$ cat src/rtl/tribus_pkg.sv
package tribus_pkg;

  typedef enum logic [2:0] {
    ST_IDLE  = 3'd0,
    ST_ADDR  = 3'd1,
    ST_WAIT  = 3'd2,
    ST_EXEC  = 3'd3,
    ST_WRITE = 3'd4
  } seq_state_e;

  typedef enum logic {
    ALU_PASS_A = 1'b0,
    ALU_ADD    = 1'b1
  } alu_op_e;

  typedef struct packed {
    logic    mar_ld;
    logic    mdr_ld;
    logic    mem_req;
    logic    a_from_mdr;
    logic    b_from_zero;
    alu_op_e alu_op;
    logic    alu_ld;
    logic    c_from_alu;
    logic    rf_we;
  } ctrl_t;

endpackage

$ cat src/rtl/tribus_seq.sv
module tribus_seq
  import tribus_pkg::*;
(
  input  logic  clk,
  input  logic  rst_n,
  input  logic  start,
  input  logic  mem_ready,
  output ctrl_t ctl,
  output logic  done
);

  seq_state_e state_q, state_d;
  logic       done_d;

  // next-state process
  always_comb begin
    state_d = state_q;
    unique case (state_q)
      ST_IDLE:  if (start)     state_d = ST_ADDR;
      ST_ADDR:                 state_d = ST_WAIT;
      ST_WAIT:  if (mem_ready) state_d = ST_EXEC;
      ST_EXEC:                 state_d = ST_WRITE;
      ST_WRITE:                state_d = ST_IDLE;
      default:                 state_d = ST_IDLE;
    endcase
  end

  // control decode: one enable per bus source and per register
  always_comb begin
    ctl             = '0;
    ctl.alu_op      = ALU_PASS_A;
    ctl.mar_ld      = (state_q == ST_IDLE) && start;
    ctl.mem_req     = (state_q == ST_ADDR) || (state_q == ST_WAIT);
    ctl.mdr_ld      = (state_q == ST_WAIT) && mem_ready;
    if (state_q == ST_EXEC) begin
      ctl.a_from_mdr  = 1'b1;
      ctl.b_from_zero = 1'b1;
      ctl.alu_op      = ALU_ADD;
      ctl.alu_ld      = 1'b1;
    end
    if (state_q == ST_WRITE) begin
      ctl.c_from_alu = 1'b1;
      ctl.rf_we      = 1'b1;
    end
  end

  assign done_d = (state_q == ST_WRITE);

  // register process
  always_ff @(posedge clk or negedge rst_n) begin
    if (!rst_n) begin
      state_q <= ST_IDLE;
      done    <= 1'b0;
    end else begin
      state_q <= state_d;
      done    <= done_d;
    end
  end

endmodule

$ cat src/rtl/tribus_alu.sv
module tribus_alu
  import tribus_pkg::*;
#(
  parameter int DW = 16
) (
  input  alu_op_e       op,
  input  logic [DW-1:0] opa,
  input  logic [DW-1:0] opb,
  output logic [DW-1:0] res
);

  always_comb begin
    unique case (op)
      ALU_ADD:    res = opa + opb;
      ALU_PASS_A: res = opa;
      default:    res = opa;
    endcase
  end

endmodule

$ cat src/rtl/tribus_regfile.sv
module tribus_regfile #(
  parameter int DW   = 16,
  parameter int NREG = 8,
  localparam int SW  = $clog2(NREG)
) (
  input  logic          clk,
  input  logic          rst_n,
  input  logic          we,
  input  logic [SW-1:0] wsel,
  input  logic [DW-1:0] wdata,
  input  logic [SW-1:0] rsel,
  output logic [DW-1:0] rdata
);

  logic [NREG-1:0][DW-1:0] q_vec;

  for (genvar i = 0; i < NREG; i++) begin : g_reg
    logic          en;
    logic [DW-1:0] q;
    assign en = we && (wsel == SW'(i));
    always_ff @(posedge clk or negedge rst_n) begin
      if (!rst_n)  q <= '0;
      else if (en) q <= wdata;
    end
    assign q_vec[i] = q;
  end

  assign rdata = q_vec[rsel];

endmodule

$ cat src/rtl/tribus_load_core.sv
module tribus_load_core
  import tribus_pkg::*;
#(
  parameter int DW   = 16,
  parameter int AW   = 8,
  parameter int NREG = 8,
  localparam int SW  = $clog2(NREG)
) (
  input  logic          clk,
  input  logic          rst_n,
  input  logic          cmd_start,
  input  logic [AW-1:0] cmd_addr,
  input  logic [SW-1:0] cmd_dst,
  output logic          cmd_done,
  output logic          mem_req,
  output logic [AW-1:0] mem_addr,
  input  logic          mem_ready,
  input  logic [DW-1:0] mem_rdata,
  input  logic [SW-1:0] rd_sel,
  output logic [DW-1:0] rd_data
);

  ctrl_t         ctl;
  logic [AW-1:0] mar_q;
  logic [DW-1:0] mdr_q;
  logic [DW-1:0] zero_q;
  logic [DW-1:0] alu_q;
  logic [SW-1:0] dst_q;
  logic [DW-1:0] bus_a, bus_b, bus_c, alu_res;

  tribus_seq u_seq (
    .clk       (clk),
    .rst_n     (rst_n),
    .start     (cmd_start),
    .mem_ready (mem_ready),
    .ctl       (ctl),
    .done      (cmd_done)
  );

  // address and destination registers, loaded when a command is taken
  always_ff @(posedge clk or negedge rst_n) begin
    if (!rst_n) begin
      mar_q <= '0;
      dst_q <= '0;
    end else if (ctl.mar_ld) begin
      mar_q <= cmd_addr;
      dst_q <= cmd_dst;
    end
  end

  // memory data register
  always_ff @(posedge clk or negedge rst_n) begin
    if (!rst_n)          mdr_q <= '0;
    else if (ctl.mdr_ld) mdr_q <= mem_rdata;
  end

  // constant-zero register: cleared by reset, never loaded with anything else
  always_ff @(posedge clk or negedge rst_n) begin
    if (!rst_n) zero_q <= '0;
    else        zero_q <= '0;
  end

  // source buses: each has a single enabled driver or floats to zero
  assign bus_a = ctl.a_from_mdr  ? mdr_q  : '0;
  assign bus_b = ctl.b_from_zero ? zero_q : '0;

  tribus_alu #(.DW(DW)) u_alu (
    .op  (ctl.alu_op),
    .opa (bus_a),
    .opb (bus_b),
    .res (alu_res)
  );

  always_ff @(posedge clk or negedge rst_n) begin
    if (!rst_n)          alu_q <= '0;
    else if (ctl.alu_ld) alu_q <= alu_res;
  end

  // result bus
  assign bus_c = ctl.c_from_alu ? alu_q : '0;

  tribus_regfile #(.DW(DW), .NREG(NREG)) u_rf (
    .clk   (clk),
    .rst_n (rst_n),
    .we    (ctl.rf_we),
    .wsel  (dst_q),
    .wdata (bus_c),
    .rsel  (rd_sel),
    .rdata (rd_data)
  );

  assign mem_req  = ctl.mem_req;
  assign mem_addr = mar_q;

endmodule

$ cat config.mk
export PLATFORM = sky130hd
export DESIGN_NAME = tribus_load_core
export DESIGN_NICKNAME = d
export VERILOG_FILES = /design/src/rtl/tribus_pkg.sv /design/src/rtl/tribus_seq.sv /design/src/rtl/tribus_alu.sv /design/src/rtl/tribus_regfile.sv /design/src/rtl/tribus_load_core.sv
export SDC_FILE = /design/constraint.sdc
export NUM_CORES = 1
export LEC_CHECK = 0
export ABC_AREA = 1
export CAP_MARGIN = 10
export CORE_UTILIZATION = 40
export CTS_CLUSTER_DIAMETER = 50
export DETAILED_ROUTE_END_ITERATION = 10
export GPL_TIMING_DRIVEN = 0
export MAX_ROUTING_LAYER = met4
export RECOVER_POWER = 50
export SYNTH_ARGS = -nofsm -noshare
export SYNTH_HDL_FRONTEND = slang
export SYNTH_SLANG_ARGS = --single-unit
$ cat constraint.sdc
create_clock -name clk -period 3.8 [get_ports clk]
set_input_delay 0.57 -clock clk [delete_from_list [all_inputs] [get_ports clk]]
set_output_delay 0.57 -clock clk [all_outputs]
set_load 0.05 [all_outputs]
==> flow_metrics.py <==
metrics = {
    "status": {
        "status": "finished, violations left",
        "violations": "max-capacitance violations, max-slew violations",
    },
    "clock_network": {
        "numClockSinks": 175,
        "post_cts_buffers": 0,
        "cts_made_buffers": 17,
        "cts.path.max_buffers": 2,
        "root_buffer": "clkbuf_16",
        "cts_tree": "yes",
        "worstSkewPairLatency_ps": 440,
        "path_clk_slew_ps": 70,
        "htree_levels": 4,
        "post_cts_resized": 0,
        "postCtsHoldBufs": 0,
    },
    "power_and_ir_drop": {
        "ir_drop_v": 0.000361,
        "p_leak_nw": 4.90,
        "powerDensity_mw_per_mm2": 756,
        "total_power_mw": 7.38,
    },
    "global_routing": {
        "track_usage": 0.237,
        "antenna_found_initial": 0,
        "grt_pass1_vias": 6633,
        "grt_max_degree": 115,
        "grt_pass1_wl_um": 36800,
        "overflow": 0,
    },
    "route": {
        "dr.pass1.iters": 5,
        "drc": 0,
        "wirelength_um": 22700,
        "wl_per_cell_um": 16.0,
        "drt-initial-drc-count": 497,
        "viasPerCell": 4.88,
        "vias": 6954,
        "ant_nets": 0,
    },
    "sta": {
        "period_minus_slack_ps": 3490,
        "finalHoldViolations": 0,
        "fin_tns_setup_ps": 0,
        "relSlewSlack": -0.985,
        "finalMaxSlewViolations": 62,
        "fin_crit_sh": 0.919,
        "fmax_mhz": 286,
        "rsz0062_at_grt": "no",
        "worst_clock_skew_ps": 10.9,
        "setup_viol": 0,
        "tightest_slew_ps": 2980,
    },
    "setup_path": {
        "worstSetupPathType": "input pin to output pin",
        "r2r_end": "u_rf.g_reg[1].q[11]",
        "critPathCapture": "rd_data[3]",
        "ff2ff_setup_slack_ps": 1830,
        "cp-start-kind": "input pin",
        "worstPathArrival_ps": 2920,
        "reg2reg_from": "u_seq.state_q[0]",
        "critPathLaunch": "rd_sel[0]",
        "path_max_fanout": 10,
        "crit_required_ps": 3230,
        "rr_worst_depth": 7,
        "critPathCaptureType": "output pin",
    },
    "floorplanning": {
        "die_w_um": 145,
        "coreArea_mm2": 0.0198,
        "dieArea_mm2": 0.0210,
        "placementRows": 51,
        "start_util": 0.414,
        "die_h_um": 145,
        "io_pins": 60,
    },
    "synthesis": {
        "synthCells": 1069,
        "seq_area_frac_synth": 0.535,
        "yosysWarnings": 0,
        "avgSynthCellArea_um2": 7.65,
        "netlist_area_mm2": 0.00818,
        "syn-num-nets": 1103,
        "synthTopCellsByCount": "397 x nand2_1, 175 x dfrtp_1, 174 x inv_1, 94 x o21ai_0, 85 x nand3_1",
        "yosys-top-cells-area": "dfrtp_1 54%, nand2_1 18%, inv_1 8.0%",
        "synth_area_leader_cell": "dfrtp_1",
        "ys_types": 21,
        "yosysMostFrequentCell": "nand2_1",
        "ys_seq_elements": 175,
        "async_reset_ff_frac": 1.00,
        "synth_ff_type": "dfrtp_1",
        "synth_edf_count": 0,
        "synth_top_area_share": 0.535,
    },
    "cells_and_area": {
        "n_fill_cell": 2008,
        "synthToLayoutAreaGrowth_pct": 19.3,
        "drive_gt1_frac": 0.0682,
        "antenna_cells": 0,
        "post-route-util": 0.494,
        "postLayoutCellArea_mm2": 0.00976,
        "fin_nets": 1180,
    },
    "min_path": {
        "hold_path.class": "register to register",
    },
    "place": {
        "io_buffers": 57,
        "place_area_mm2": 0.00911,
        "hpwlAfterDp_um": 16100,
        "place.gp.congestion": 0.841,
    },
    "run": {
        "cap_violations": 1,
    },
}
==> stage by stage <==
step,hold WS (ps),std cells,setup WS (ps)
after global placement,459,1391,-5350
after CTS,85.1,1424,326
after floorplan,274,1069,1590
after global routing,496,1424,108
final,473,1424,308
after detailed placement,458,1392,331
==> layout by cell type, fill, tap and decap left out <==
cell / count
clkbuf_16: 17
buf_1: 1
dlygate4sd3_1: 1
inv_6: 5
bufinv_16: 5
nand3_1: 85
clkinv_4: 2
clkbuf_2: 1
dfrtp_1: 175
nor2_2: 2
buf_2: 25
nor3_2: 1
o21ai_0: 94
o21ai_1: 47
clkdlybuf4s25_1: 1
inv_1: 174
buf_16: 1
nor2_1: 18
nand2_1: 397
o21ai_2: 6
clkbuf_1: 24
a21oi_1: 8
nand2_4: 2
clkbuf_8: 1
clkdlybuf4s50_1: 55
nand3_4: 1
inv_2: 3
buf_6: 5
clkinvlp_4: 2
==> where the power goes <==
part	total [mW]	switching, mW	leakage (nW)	internal, mW
Clock	1.99	0.793	0.319	1.20
Sequential	3.08	0.448	2.34	2.63
Combinational	2.31	1.55	2.24	0.765
Total	7.38	2.79	4.90	4.59
==> state kept, by name (all words and copies together) (netlist names) <==
signal / cells
alu_q: 16
u_rf.g.q: 128
u_seq.state_q: 3
mdr_q: 16
dst_q: 3
u_seq.done: 1
mem_addr: 8
==> cell families after synthesis <==
kind of cell / Yosys count / share of synthesized area
AOI/OAI and AO/OA: 155 / 0.0976
and+or+nand+nor: 506 / 0.251
DFF: 175 / 0.535
buffers and inverters: 233 / 0.116
==> worst min-delay path by stage <==
stage                                    from                  end  slack, ps  cells after the start
after floorplan                         rst_n             alu_q[0]        270                      0
after CTS                               rst_n   u_rf.g_reg[6].q[9]         90                      1
after global routing      u_rf.g_reg[3].q[14]  u_rf.g_reg[3].q[14]        500                      2
after global placement    u_rf.g_reg[1].q[11]  u_rf.g_reg[1].q[11]        460                      2
after detailed placement  u_rf.g_reg[1].q[14]  u_rf.g_reg[1].q[14]        460                      2
final                     u_rf.g_reg[1].q[14]  u_rf.g_reg[1].q[14]        470                      2
==> routing by layer <==
layer  GRT usage  routed length [µm]  vias up
met5           -                   0        -
met2       0.349               10300      181
met3      0.0377                1040       41
met4      0.0888                 650        0
li1            -                   -     3409
met1       0.328               10700     3323
==> area by class of cell <==
| cell class | count | area [µm²] | share of cell area |
|---|---|---|---|
| multi-input combinational | 661 | 2840 | 0.291 |
| buffer | 56 | 280 | 0.0287 |
| clock buffer | 18 | 439 | 0.0450 |
| clock inverter | 14 | 226 | 0.0232 |
| inverter | 177 | 664 | 0.0681 |
| tap | 265 | 332 | 0.0340 |
| sequential | 175 | 4380 | 0.449 |
| timing repair buffer | 58 | 598 | 0.0613 |
==> worst max-delay path, cell delays in order <==
cell and delay [ps]:
clkdlybuf4s50_1 430, inv_2 200, clkbuf_1 490, nand2_1 110
nand3_1 100, nand2_1 130, nand2_1 120, nand2_1 70
clkdlybuf4s50_1 700
No activity file was read; power rests on OpenSTA's default activity.
